## src/rtl/fps_pkg.sv

```systemverilog
// Package: shared types for the flip-pulse scheduler.
// Assumes: nothing beyond IEEE 1800-2017 packages.
package fps_pkg;
    // Run phases of the scheduler.
    typedef enum logic [1:0] {
        ST_IDLE = 2'd0,
        ST_DIV  = 2'd1,
        ST_RUN  = 2'd2,
        ST_TAIL = 2'd3
    } fps_state_t;
endpackage

```

## src/rtl/fps_lfsr.sv

```systemverilog
// Module: Galois shift-register random word source for one pulse stream.
// Assumes: TAPS describes a maximal-length polynomial and SEED is nonzero.
module fps_lfsr #(
    parameter int          W    = 16,
    parameter logic [W-1:0] TAPS = 16'hB400,
    parameter logic [W-1:0] SEED = 16'hACE1
) (
    input  logic         clk,
    input  logic         rst_n,
    input  logic         load,
    input  logic         adv,
    output logic [W-1:0] value
);
    // Reseed on load, shift right with feedback when advancing.
    always_ff @(posedge clk) begin
        if (!rst_n || load) begin
            value <= SEED;
        end else if (adv) begin
            value <= value[0] ? ((value >> 1) ^ TAPS) : (value >> 1);
        end
    end
endmodule

```

## src/rtl/fps_divider.sv

```systemverilog
// Module: restoring serial divider, one quotient bit per enabled cycle.
// Assumes: divisor is held stable for DW enabled cycles after load.
module fps_divider #(
    parameter int DW = 16,
    parameter int VW = 16
) (
    input  logic          clk,
    input  logic          rst_n,
    input  logic          load,
    input  logic          shift,
    input  logic [DW-1:0] dividend,
    input  logic [VW-1:0] divisor,
    output logic [DW-1:0] quo,
    output logic [VW-1:0] rem
);
    logic [DW-1:0] dvd_q;
    logic [VW:0]   trial;

    // Partial remainder with the next dividend bit shifted in.
    always_comb begin
        trial = {rem, dvd_q[DW-1]};
    end

    // One restoring division step per shift cycle.
    always_ff @(posedge clk) begin
        if (!rst_n) begin
            dvd_q <= '0;
            quo   <= '0;
            rem   <= '0;
        end else if (load) begin
            dvd_q <= dividend;
            quo   <= '0;
            rem   <= '0;
        end else if (shift) begin
            dvd_q <= dvd_q << 1;
            if (trial >= {1'b0, divisor}) begin
                rem <= VW'(trial - {1'b0, divisor});
                quo <= {quo[DW-2:0], 1'b1};
            end else begin
                rem <= trial[VW-1:0];
                quo <= {quo[DW-2:0], 1'b0};
            end
        end
    end
endmodule

```

## src/rtl/fps_rate_track.sv

```systemverilog
// Module: mark-rate register with exact fractional per-step decrement.
// Assumes: qstep and rstep are the quotient and remainder of the total drop
// divided by nsteps, so nsteps ticks remove the total drop exactly.
module fps_rate_track #(
    parameter int RW = 16,
    parameter int VW = 16
) (
    input  logic          clk,
    input  logic          rst_n,
    input  logic          load,
    input  logic [RW-1:0] load_val,
    input  logic          tick,
    input  logic          clear,
    input  logic [RW-1:0] qstep,
    input  logic [VW-1:0] rstep,
    input  logic [VW-1:0] nsteps,
    output logic [RW-1:0] rate
);
    localparam logic [RW-1:0] ONE = {{(RW-1){1'b0}}, 1'b1};

    logic [VW-1:0] acc_q;
    logic [VW:0]   sum;

    // Remainder accumulator plus this step's remainder share.
    always_comb begin
        sum = {1'b0, acc_q} + {1'b0, rstep};
    end

    // Load, decrement per step with carry from the accumulator, or zero.
    always_ff @(posedge clk) begin
        if (!rst_n) begin
            rate  <= '0;
            acc_q <= '0;
        end else if (load) begin
            rate  <= load_val;
            acc_q <= '0;
        end else if (clear) begin
            rate  <= '0;
        end else if (tick) begin
            if (sum >= {1'b0, nsteps}) begin
                acc_q <= VW'(sum - {1'b0, nsteps});
                rate  <= rate - qstep - ONE;
            end else begin
                acc_q <= sum[VW-1:0];
                rate  <= rate - qstep;
            end
        end
    end
endmodule

```

## src/rtl/flip_pulse_sched.sv

```systemverilog
// Module: top of the flip-pulse scheduler. Sequences setup, the descending
// schedule and the zero-rate settling period, and drives two pulse streams.
// Assumes: RATE_W-bit random words are compared against a RATE_W-bit rate.
module flip_pulse_sched #(
    parameter int                RATE_W     = 16,
    parameter int                STEP_W     = 16,
    parameter int                SUBSTEPS   = 3,
    parameter int                TAIL_STEPS = 1000,
    parameter logic [RATE_W-1:0] LFSR_TAPS  = 16'hB400,
    parameter logic [RATE_W-1:0] SEED_A     = 16'hACE1,
    parameter logic [RATE_W-1:0] SEED_B     = 16'h1D2B
) (
    input  logic              clk,
    input  logic              rst_n,
    input  logic              start,
    input  logic [STEP_W-1:0] steps_n,
    input  logic [RATE_W-1:0] rate_init,
    input  logic [RATE_W-1:0] rate_final,
    output logic              pulse_a,
    output logic              pulse_b,
    output logic              busy,
    output logic              done
);
    import fps_pkg::*;

    localparam int SUB_W  = $clog2(SUBSTEPS + 1);
    localparam int DIV_W  = $clog2(RATE_W + 1);
    localparam int TAIL_W = $clog2(TAIL_STEPS + 1);
    localparam int NSTR   = 2;

    fps_state_t        state_q;
    logic [STEP_W-1:0] n_q;
    logic [DIV_W-1:0]  div_cnt;
    logic [SUB_W-1:0]  sub_cnt;
    logic [STEP_W-1:0] step_cnt;
    logic [TAIL_W-1:0] tail_cnt;
    logic [RATE_W-1:0] rate_q;
    logic [RATE_W-1:0] qstep;
    logic [STEP_W-1:0] rstep;
    logic [RATE_W-1:0] drop_in;
    logic [RATE_W-1:0] fin_eff;
    logic [RATE_W-1:0] first_rate;
    logic [NSTR-1:0]   cmp_hit;
    logic [NSTR-1:0]   pulse_q;
    logic              accept;
    logic              active;
    logic              sub_last;
    logic              sched_end;
    logic              tail_end;

    // Launch and phase decode.
    always_comb begin
        accept     = (state_q == ST_IDLE) && start;
        active     = (state_q == ST_RUN) || (state_q == ST_TAIL);
        sub_last   = (sub_cnt == SUB_W'(SUBSTEPS - 1));
        sched_end  = (state_q == ST_RUN) && sub_last && (step_cnt == n_q);
        tail_end   = (state_q == ST_TAIL) && sub_last &&
                     (tail_cnt == TAIL_W'(TAIL_STEPS - 1));
        fin_eff    = (rate_final > rate_init) ? rate_init : rate_final;
        drop_in    = rate_init - fin_eff;
        first_rate = (steps_n == '0) ? fin_eff : rate_init;
    end

    // Phase sequencer with setup, step and settling counters.
    always_ff @(posedge clk) begin
        if (!rst_n) begin
            state_q  <= ST_IDLE;
            n_q      <= '0;
            div_cnt  <= '0;
            sub_cnt  <= '0;
            step_cnt <= '0;
            tail_cnt <= '0;
            done     <= 1'b0;
        end else begin
            done <= tail_end;
            case (state_q)
                ST_IDLE: if (start) begin
                    state_q <= ST_DIV;
                    n_q     <= steps_n;
                    div_cnt <= '0;
                end
                ST_DIV: begin
                    div_cnt <= div_cnt + DIV_W'(1);
                    if (div_cnt == DIV_W'(RATE_W - 1)) begin
                        state_q  <= ST_RUN;
                        sub_cnt  <= '0;
                        step_cnt <= '0;
                    end
                end
                ST_RUN: begin
                    sub_cnt <= sub_last ? '0 : sub_cnt + SUB_W'(1);
                    if (sched_end) begin
                        state_q  <= ST_TAIL;
                        tail_cnt <= '0;
                    end else if (sub_last) begin
                        step_cnt <= step_cnt + STEP_W'(1);
                    end
                end
                default: begin
                    sub_cnt <= sub_last ? '0 : sub_cnt + SUB_W'(1);
                    if (tail_end) begin
                        state_q <= ST_IDLE;
                    end else if (sub_last) begin
                        tail_cnt <= tail_cnt + TAIL_W'(1);
                    end
                end
            endcase
        end
    end

    fps_divider #(.DW(RATE_W), .VW(STEP_W)) u_div (
        .clk      (clk),
        .rst_n    (rst_n),
        .load     (accept),
        .shift    (state_q == ST_DIV),
        .dividend (drop_in),
        .divisor  (n_q),
        .quo      (qstep),
        .rem      (rstep)
    );

    fps_rate_track #(.RW(RATE_W), .VW(STEP_W)) u_rate (
        .clk      (clk),
        .rst_n    (rst_n),
        .load     (accept),
        .load_val (first_rate),
        .tick     ((state_q == ST_RUN) && sub_last && !sched_end),
        .clear    (sched_end),
        .qstep    (qstep),
        .rstep    (rstep),
        .nsteps   (n_q),
        .rate     (rate_q)
    );

    // One random source and comparator per stream.
    for (genvar g = 0; g < NSTR; g++) begin : g_stream
        logic [RATE_W-1:0] rnd;
        fps_lfsr #(
            .W    (RATE_W),
            .TAPS (LFSR_TAPS),
            .SEED ((g == 0) ? SEED_A : SEED_B)
        ) u_lfsr (
            .clk   (clk),
            .rst_n (rst_n),
            .load  (accept),
            .adv   (active),
            .value (rnd)
        );
        assign cmp_hit[g] = (rnd < rate_q);
    end

    // Registered pulses, forced low outside the active phases.
    always_ff @(posedge clk) begin
        if (!rst_n) begin
            pulse_q <= '0;
        end else begin
            pulse_q <= active ? cmp_hit : '0;
        end
    end

    assign pulse_a = pulse_q[0];
    assign pulse_b = pulse_q[1];
    assign busy    = (state_q != ST_IDLE);
endmodule

```

## config.mk

```make
export PLATFORM = sky130hd
export DESIGN_NAME = flip_pulse_sched
export DESIGN_NICKNAME = d
export VERILOG_FILES = /design/src/rtl/fps_pkg.sv /design/src/rtl/fps_lfsr.sv /design/src/rtl/fps_divider.sv /design/src/rtl/fps_rate_track.sv /design/src/rtl/flip_pulse_sched.sv
export SDC_FILE = /design/constraint.sdc
export NUM_CORES = 1
export LEC_CHECK = 0
export BUFFER_PORTS_ARGS = -buffer_cell sky130_fd_sc_hd__buf_2
export CAP_MARGIN = 10
export CORE_ASPECT_RATIO = 0.8
export CORE_MARGIN = 4
export CORE_UTILIZATION = 63
export DETAILED_ROUTE_END_ITERATION = 16
export PLACE_DENSITY = 0.81
export SLEW_MARGIN = 20
export SYNTH_ARGS = -nofsm -noshare
export SYNTH_HDL_FRONTEND = slang
export SYNTH_SLANG_ARGS = --single-unit
```

## constraint.sdc

```tcl
create_clock -name clk -period 6.5 [get_ports clk]
set_input_delay 0.975 -clock clk [delete_from_list [all_inputs] [get_ports clk]]
set_output_delay 0.975 -clock clk [all_outputs]
set_load 0.05 [all_outputs]
```

Yosys cells after proc, flatten, opt, wreduce, memory -nomap -nowiden:

Cells that the tools add are included.

* register bits: 166
* output and inout bits: 4
* bits of input ports: 51

* $lt $le $gt $ge: 5
* reduce and logical (&&, ||, !) cells: 29
* bitwise logic cells: 6
* mux-type cells: 31
* eq/ne operators: 13
* $add $sub $neg: 10

Operator list (count)
* $mux 16: 15
* $sub 16x16->16: 4
* $ge 17x16->1: 2
* $lt 16x16->1: 2
* $pmux 16 s2: 1
* $mux 10: 3
* $pmux 10 s2: 1
* $add 16x16->17: 1
* $add 16x1->16 const B: 1
* $eq 16x16->1: 1
* $gt 16x16->1: 1
* $logic_not 16->1: 1
* $sub 16x1->16 const B: 1
* $mux 2: 6
* $reduce_and 4->1: 3
* $add 10x1->10 const B: 1
* $eq 10x10->1 const B: 1
* $ne 2x2->1 const B: 5
* $pmux 5 s2: 1
* $reduce_and 2->1: 5
* $reduce_bool 2->1: 5
* $not 3->4: 2
* $eq 2x2->1 const B: 3
* $logic_and 1x1->1: 6
* 16 further kinds: 22

Logic depth before layout (Yosys ltp):

* word-level depth: 8
* mapped depth: 24

Modules after synthesis:

A second synthesis with hierarchy kept.

* cells, all modules: 1639
* area, all modules: 13043.8 um^2

Modules (own cells, without submodules)
* flip_pulse_sched: cells each 646, seq. area each 1081.0 um^2, instances 1, area each 4852.2 um^2
* fps_rate_track: cells each 519, seq. area each 640.6 um^2, instances 1, area each 3930.0 um^2
* fps_divider: cells each 356, seq. area each 960.9 um^2, instances 1, area each 2961.6 um^2
* fps_lfsr (g_stream[0].u_lfsr): cells each 59, seq. area each 320.3 um^2, instances 1, area each 650.6 um^2
* fps_lfsr (g_stream[1].u_lfsr): cells each 59, seq. area each 320.3 um^2, instances 1, area each 649.4 um^2

Least setup slack after synthesis:

No wires, ideal clock.

* kind: input to register
* start: in rate_init[5]
* end: reg u_div.dvd_q[14]
* path buffers: 3
* stages on the path: 24
* setup time: 95 ps
* setup slack: 1452 ps
* data arrival time: 4952 ps
* data required time: 6405 ps
* path through: clkbuf_1 inv_1 ha_1 a21oi_1 o21a_1 a2bb2oi_1 a31oi_1 buf_2 buf_2 nand2_1 o21ai_0 ha_1 inv_1 fa_1 a21oi_1 o21ai_0 o211a_1 a21oi_1 o2111ai_1 nor3_1 o31ai_1 o21ai_0 xor2_1 a221oi_1

* longest elaborated chain between the ends: 4

RTL lines
* start: declaration: RTL line flip_pulse_sched.sv:17 `input logic [RATE_W-1:0] rate_init,`
* $gt 16x16->1: RTL line flip_pulse_sched.sv:59 `fin_eff = (rate_final > rate_init) ? rate_init : rate_final;`
* $mux 16: RTL line flip_pulse_sched.sv:59
* $sub 16x16->16 *: RTL line flip_pulse_sched.sv:60 `drop_in = rate_init - fin_eff;`
* $mux 16 *: RTL line fps_divider.sv:30 `end else if (load) begin`
* end signal: assignment: RTL line fps_divider.sv:31 `dvd_q <= dividend;`
* end signal: assignment: RTL line fps_divider.sv:35 `dvd_q <= dvd_q << 1;`
* end: declaration: RTL line fps_divider.sv:16 `logic [DW-1:0] dvd_q;`

Mark *: on every way between the ends. The rest lies on a longest branch, timed or not.
A chain may end at the register's enable or synchronous reset.

Worst setup path after layout:

* start: reg u_div.rem[0]
* end: reg u_rate.acc_q[3]

* longest elaborated chain between the ends: 3

RTL lines
* start: declaration: RTL line fps_divider.sv:14 `output logic [VW-1:0] rem`
* start signal: assignment: RTL line fps_divider.sv:37 `rem <= VW'(trial - {1'b0, divisor});`
* start signal: assignment: RTL line fps_divider.sv:40 `rem <= trial[VW-1:0];`
* $add 16x16->17 *: RTL line fps_rate_track.sv:26 `sum = {1'b0, acc_q} + {1'b0, rstep};`
* $sub 16x16->16 / $ge 17x16->1 (equally long branches): RTL line fps_rate_track.sv:41, fps_rate_track.sv:40
* $mux 16 *: RTL line fps_rate_track.sv:40 `if (sum >= {1'b0, nsteps}) begin`
* end signal: assignment: RTL line fps_rate_track.sv:41 `acc_q <= VW'(sum - {1'b0, nsteps});`
* end signal: assignment: RTL line fps_rate_track.sv:44 `acc_q <= sum[VW-1:0];`
* end: declaration: RTL line fps_rate_track.sv:21 `logic [VW-1:0] acc_q;`

Marks and branches as above.

==> impl_metrics.tcl <==
set metrics [dict create \
    status "finished, final reports clean" \
    cts_tree "built" \
    clock_insertion_delay_worst_skew_ns 0.44 \
    timing.fmax_mhz 186 \
    ctsHoldBuffers 0 \
    synthTopCellsByCount "nand2_1, dfxtp_1, nor2_1" \
    finish.utilization 0.702 \
    dieArea_mm2 0.0221 \
    final_max_slew_viol_count 0 \
    die_w_um 165 \
    io_pins 55 \
    skew_ns 0.0156 \
    slew_headroom 0.253 \
    tightestPinTransition_ns 1.12 \
    port_buffers 54 \
    critPathLaunchType "flip-flop" \
    endpoint_kind "flip-flop" \
    root_buffer "clkbuf_16" \
    path_class "flip-flop to flip-flop" \
    drtIter0Drc 1297 \
    wl_per_cell_um 17.2 \
    cts.path.max_buffers 2 \
    yosysTopAreaCell "dfxtp_1" \
    place_hpwl_um 24000 \
    grt_util_met3 0.0461 \
    layout_worst_path_cycle_share 0.826 \
    hold_viol_final 0 \
    synth_top_area_frac 0.267 \
    finalNonFillerCells 1883 \
    period_minus_slack_ns 5.37 \
    synthFlopType "dfxtp_1" \
    yosysSeqAreaShare 0.267 \
    tns_ns 0 \
    cts_buffers 17 \
    yosysMostFrequentCell "nand2_1" \
    wirelength_um 32400 \
    ys_types 75 \
    syn_inst 1593 \
    finalPower_mw 6.50 \
    clk_pin_slew_ns 0.07 \
    synth_warnings 0 \
    synth.top_cells.by_area "dfxtp_1, ha_1, nand2_1" \
    synth_area_mm2 0.0124 \
    antenna_found_initial 0 \
    holdWs_ns 0.480 \
    start_util 0.648 \
    num_rows 45 \
    use_met1 0.441 \
    cp_max_fo 19 \
    vdd.ir_drop.worst_mv 0.212 \
    nets 1800 \
    vias_per_cell 6.21 \
    syn_nets 1781 \
    drc 0 \
    postCtsSetupBuffers 0 \
    ys_seq_elements 166 \
    gp_congestion 0.955 \
    grt.total_usage 0.295 \
    leakagePower_nw 5.77 \
    hp-class "flip-flop to flip-flop" \
    dr.pass1.iters 7 \
    top_usage_layer "met2" \
    grt_max_degree 68 \
    postCtsResizedCells 0 \
    synth_edf_count 0 \
    ys_async_sr_fraction 0 \
    powerDensity_mw_per_mm2 482 \
    syn_to_final_growth_pct 8.39 \
    h-tree-depth 4 \
    grt_util_met2 0.445 \
    overflow 0 \
    place_inst 1851 \
    setup_viol 0 \
    reg2reg_slack_ns 1.13 \
    syn_area_per_cell_um2 7.80 \
    cts_sinks 166 \
    required_ns 6.84 \
    layout-drive-gt1-share 0.0782 \
    drt.antenna.violating_nets 0 \
    coreArea_mm2 0.0192 \
    worst_ep_arrival_time_ns 5.71 \
    vias 11700 \
    grt_pass1_wl_um 53600 \
    rsz0062_at_grt "false" \
    maxCapViolCount 0 \
    grt_pass1_vias 10800 \
    die_h_um 134 \
    diodes 0 \
]
## through the flow
step,worst slack (ns),instance area (µm²)
after floorplan,1.45,12400
after global placement,1.45,12900
after detailed placement,1.30,12900
after CTS,1.20,13500
after global routing,0.860,13500
final,1.13,13500
## registers in the layout, summed over array words and instances (netlist names)
signal                 flops
div_cnt                    5
pulse_q                    2
u_rate.acc_q              16
u_div.dvd_q               16
u_div.quo                 16
g_stream.u_lfsr.value     32
tail_cnt                  10
n_q                       16
step_cnt                  16
state_q                    2
u_rate.rate               16
sub_cnt                    2
done                       1
u_div.rem                 16
## cells in the final DEF (no fill, tap or decap), types with 6 or more instances in the layout
cell / Yosys / layout
a31oi_1: 10 / 9
nand3_1: 47 / 47
a311oi_1: 8 / 8
a211oi_1: 26 / 26
mux2i_1: 60 / 60
clkbuf_16: 0 / 17
inv_1: 97 / 97
o211ai_1: 11 / 11
o31ai_1: 7 / 7
a21o_1: 27 / 27
ha_1: 132 / 131
nand2b_1: 16 / 16
nand4_1: 16 / 16
buf_4: 0 / 12
nor3_1: 30 / 30
nor2_1: 153 / 151
a21oi_1: 134 / 134
mux2_2: 7 / 7
and4_1: 6 / 6
nor4_1: 13 / 13
xnor2_1: 45 / 45
o21a_1: 19 / 19
nand2_1: 180 / 180
and3_1: 14 / 14
dfxtp_1: 166 / 166
nor2b_1: 22 / 21
o21ai_0: 95 / 95
buf_2: 7 / 54
or2_2: 6 / 6
xor2_1: 61 / 61
or3_1: 8 / 8
and2_1: 13 / 13
a221oi_1: 11 / 11
## worst paths after layout
kind	startpoint	endpoint	cells after the start
setup / recovery	u_div.rem[0]$_SDFFE_PP0P_	u_rate.acc_q[3]$_SDFFE_PP0P_	20
hold / removal	u_rate.acc_q[7]$_SDFFE_PP0P_	u_rate.acc_q[7]$_SDFFE_PP0P_	2
setup reg to reg	u_div.rem[0]$_SDFFE_PP0P_	u_rate.acc_q[3]$_SDFFE_PP0P_	20
hold reg to reg	u_rate.acc_q[7]$_SDFFE_PP0P_	u_rate.acc_q[7]$_SDFFE_PP0P_	2
## worst max-delay path: stages (launching register included)
cell,delay [ns]
dfxtp_1,0.35
ha_1,0.24
fa_1,0.41
a21o_1,0.20
a21o_1,0.24
a21oi_2,0.18
o31ai_1,0.11
a311o_1,0.43
a21o_1,0.21
a21oi_1,0.21
xnor2_1,0.20
ha_1,0.33
nand3_1,0.09
or2_2,0.13
nor2_1,0.05
a211o_1,0.45
nor2_2,0.79
buf_4,0.27
nand2_1,0.05
o31a_1,0.10
a211oi_1,0.22
## area by class of cell
type | count | area (µm²)
Timing Repair Buffer | 66 | 360
Clock inverter | 13 | 160
Clock buffer | 19 | 443
Inverter | 98 | 368
Tap cell | 258 | 323
Sequential cell | 166 | 3320
Multi-Input combinational cell | 1263 | 8500
Fill cell | 1554 | 5720
## per-layer routing
| metal | share of wire | vias to the layer above |
|---|---|---|
| met4 | 0.013 | 0 |
| met5 | 0 | - |
| met1 | 0.48 | 5494 |
| li1 | - | 5702 |
| met3 | 0.076 | 39 |
| met2 | 0.43 | 465 |
## kinds of logic after synthesis
group	after synthesis	synth area share
multiplexers	67	0.0547
flip-flops	166	0.267
buffers and inverters	164	0.0508
AND/OR/NAND/NOR	545	0.204
adder cells (fa/ha/maj)	137	0.141
AO/OA/AOI/OAI	408	0.208
XOR/XNOR	106	0.0747
## where the power goes
part	total, mW	internal, mW	switching (mW)
Sequential	1.38	1.20	0.180
Clock	1.04	0.561	0.483
Combinational	4.08	1.62	2.46
No activity file was read; power rests on OpenSTA's default activity.
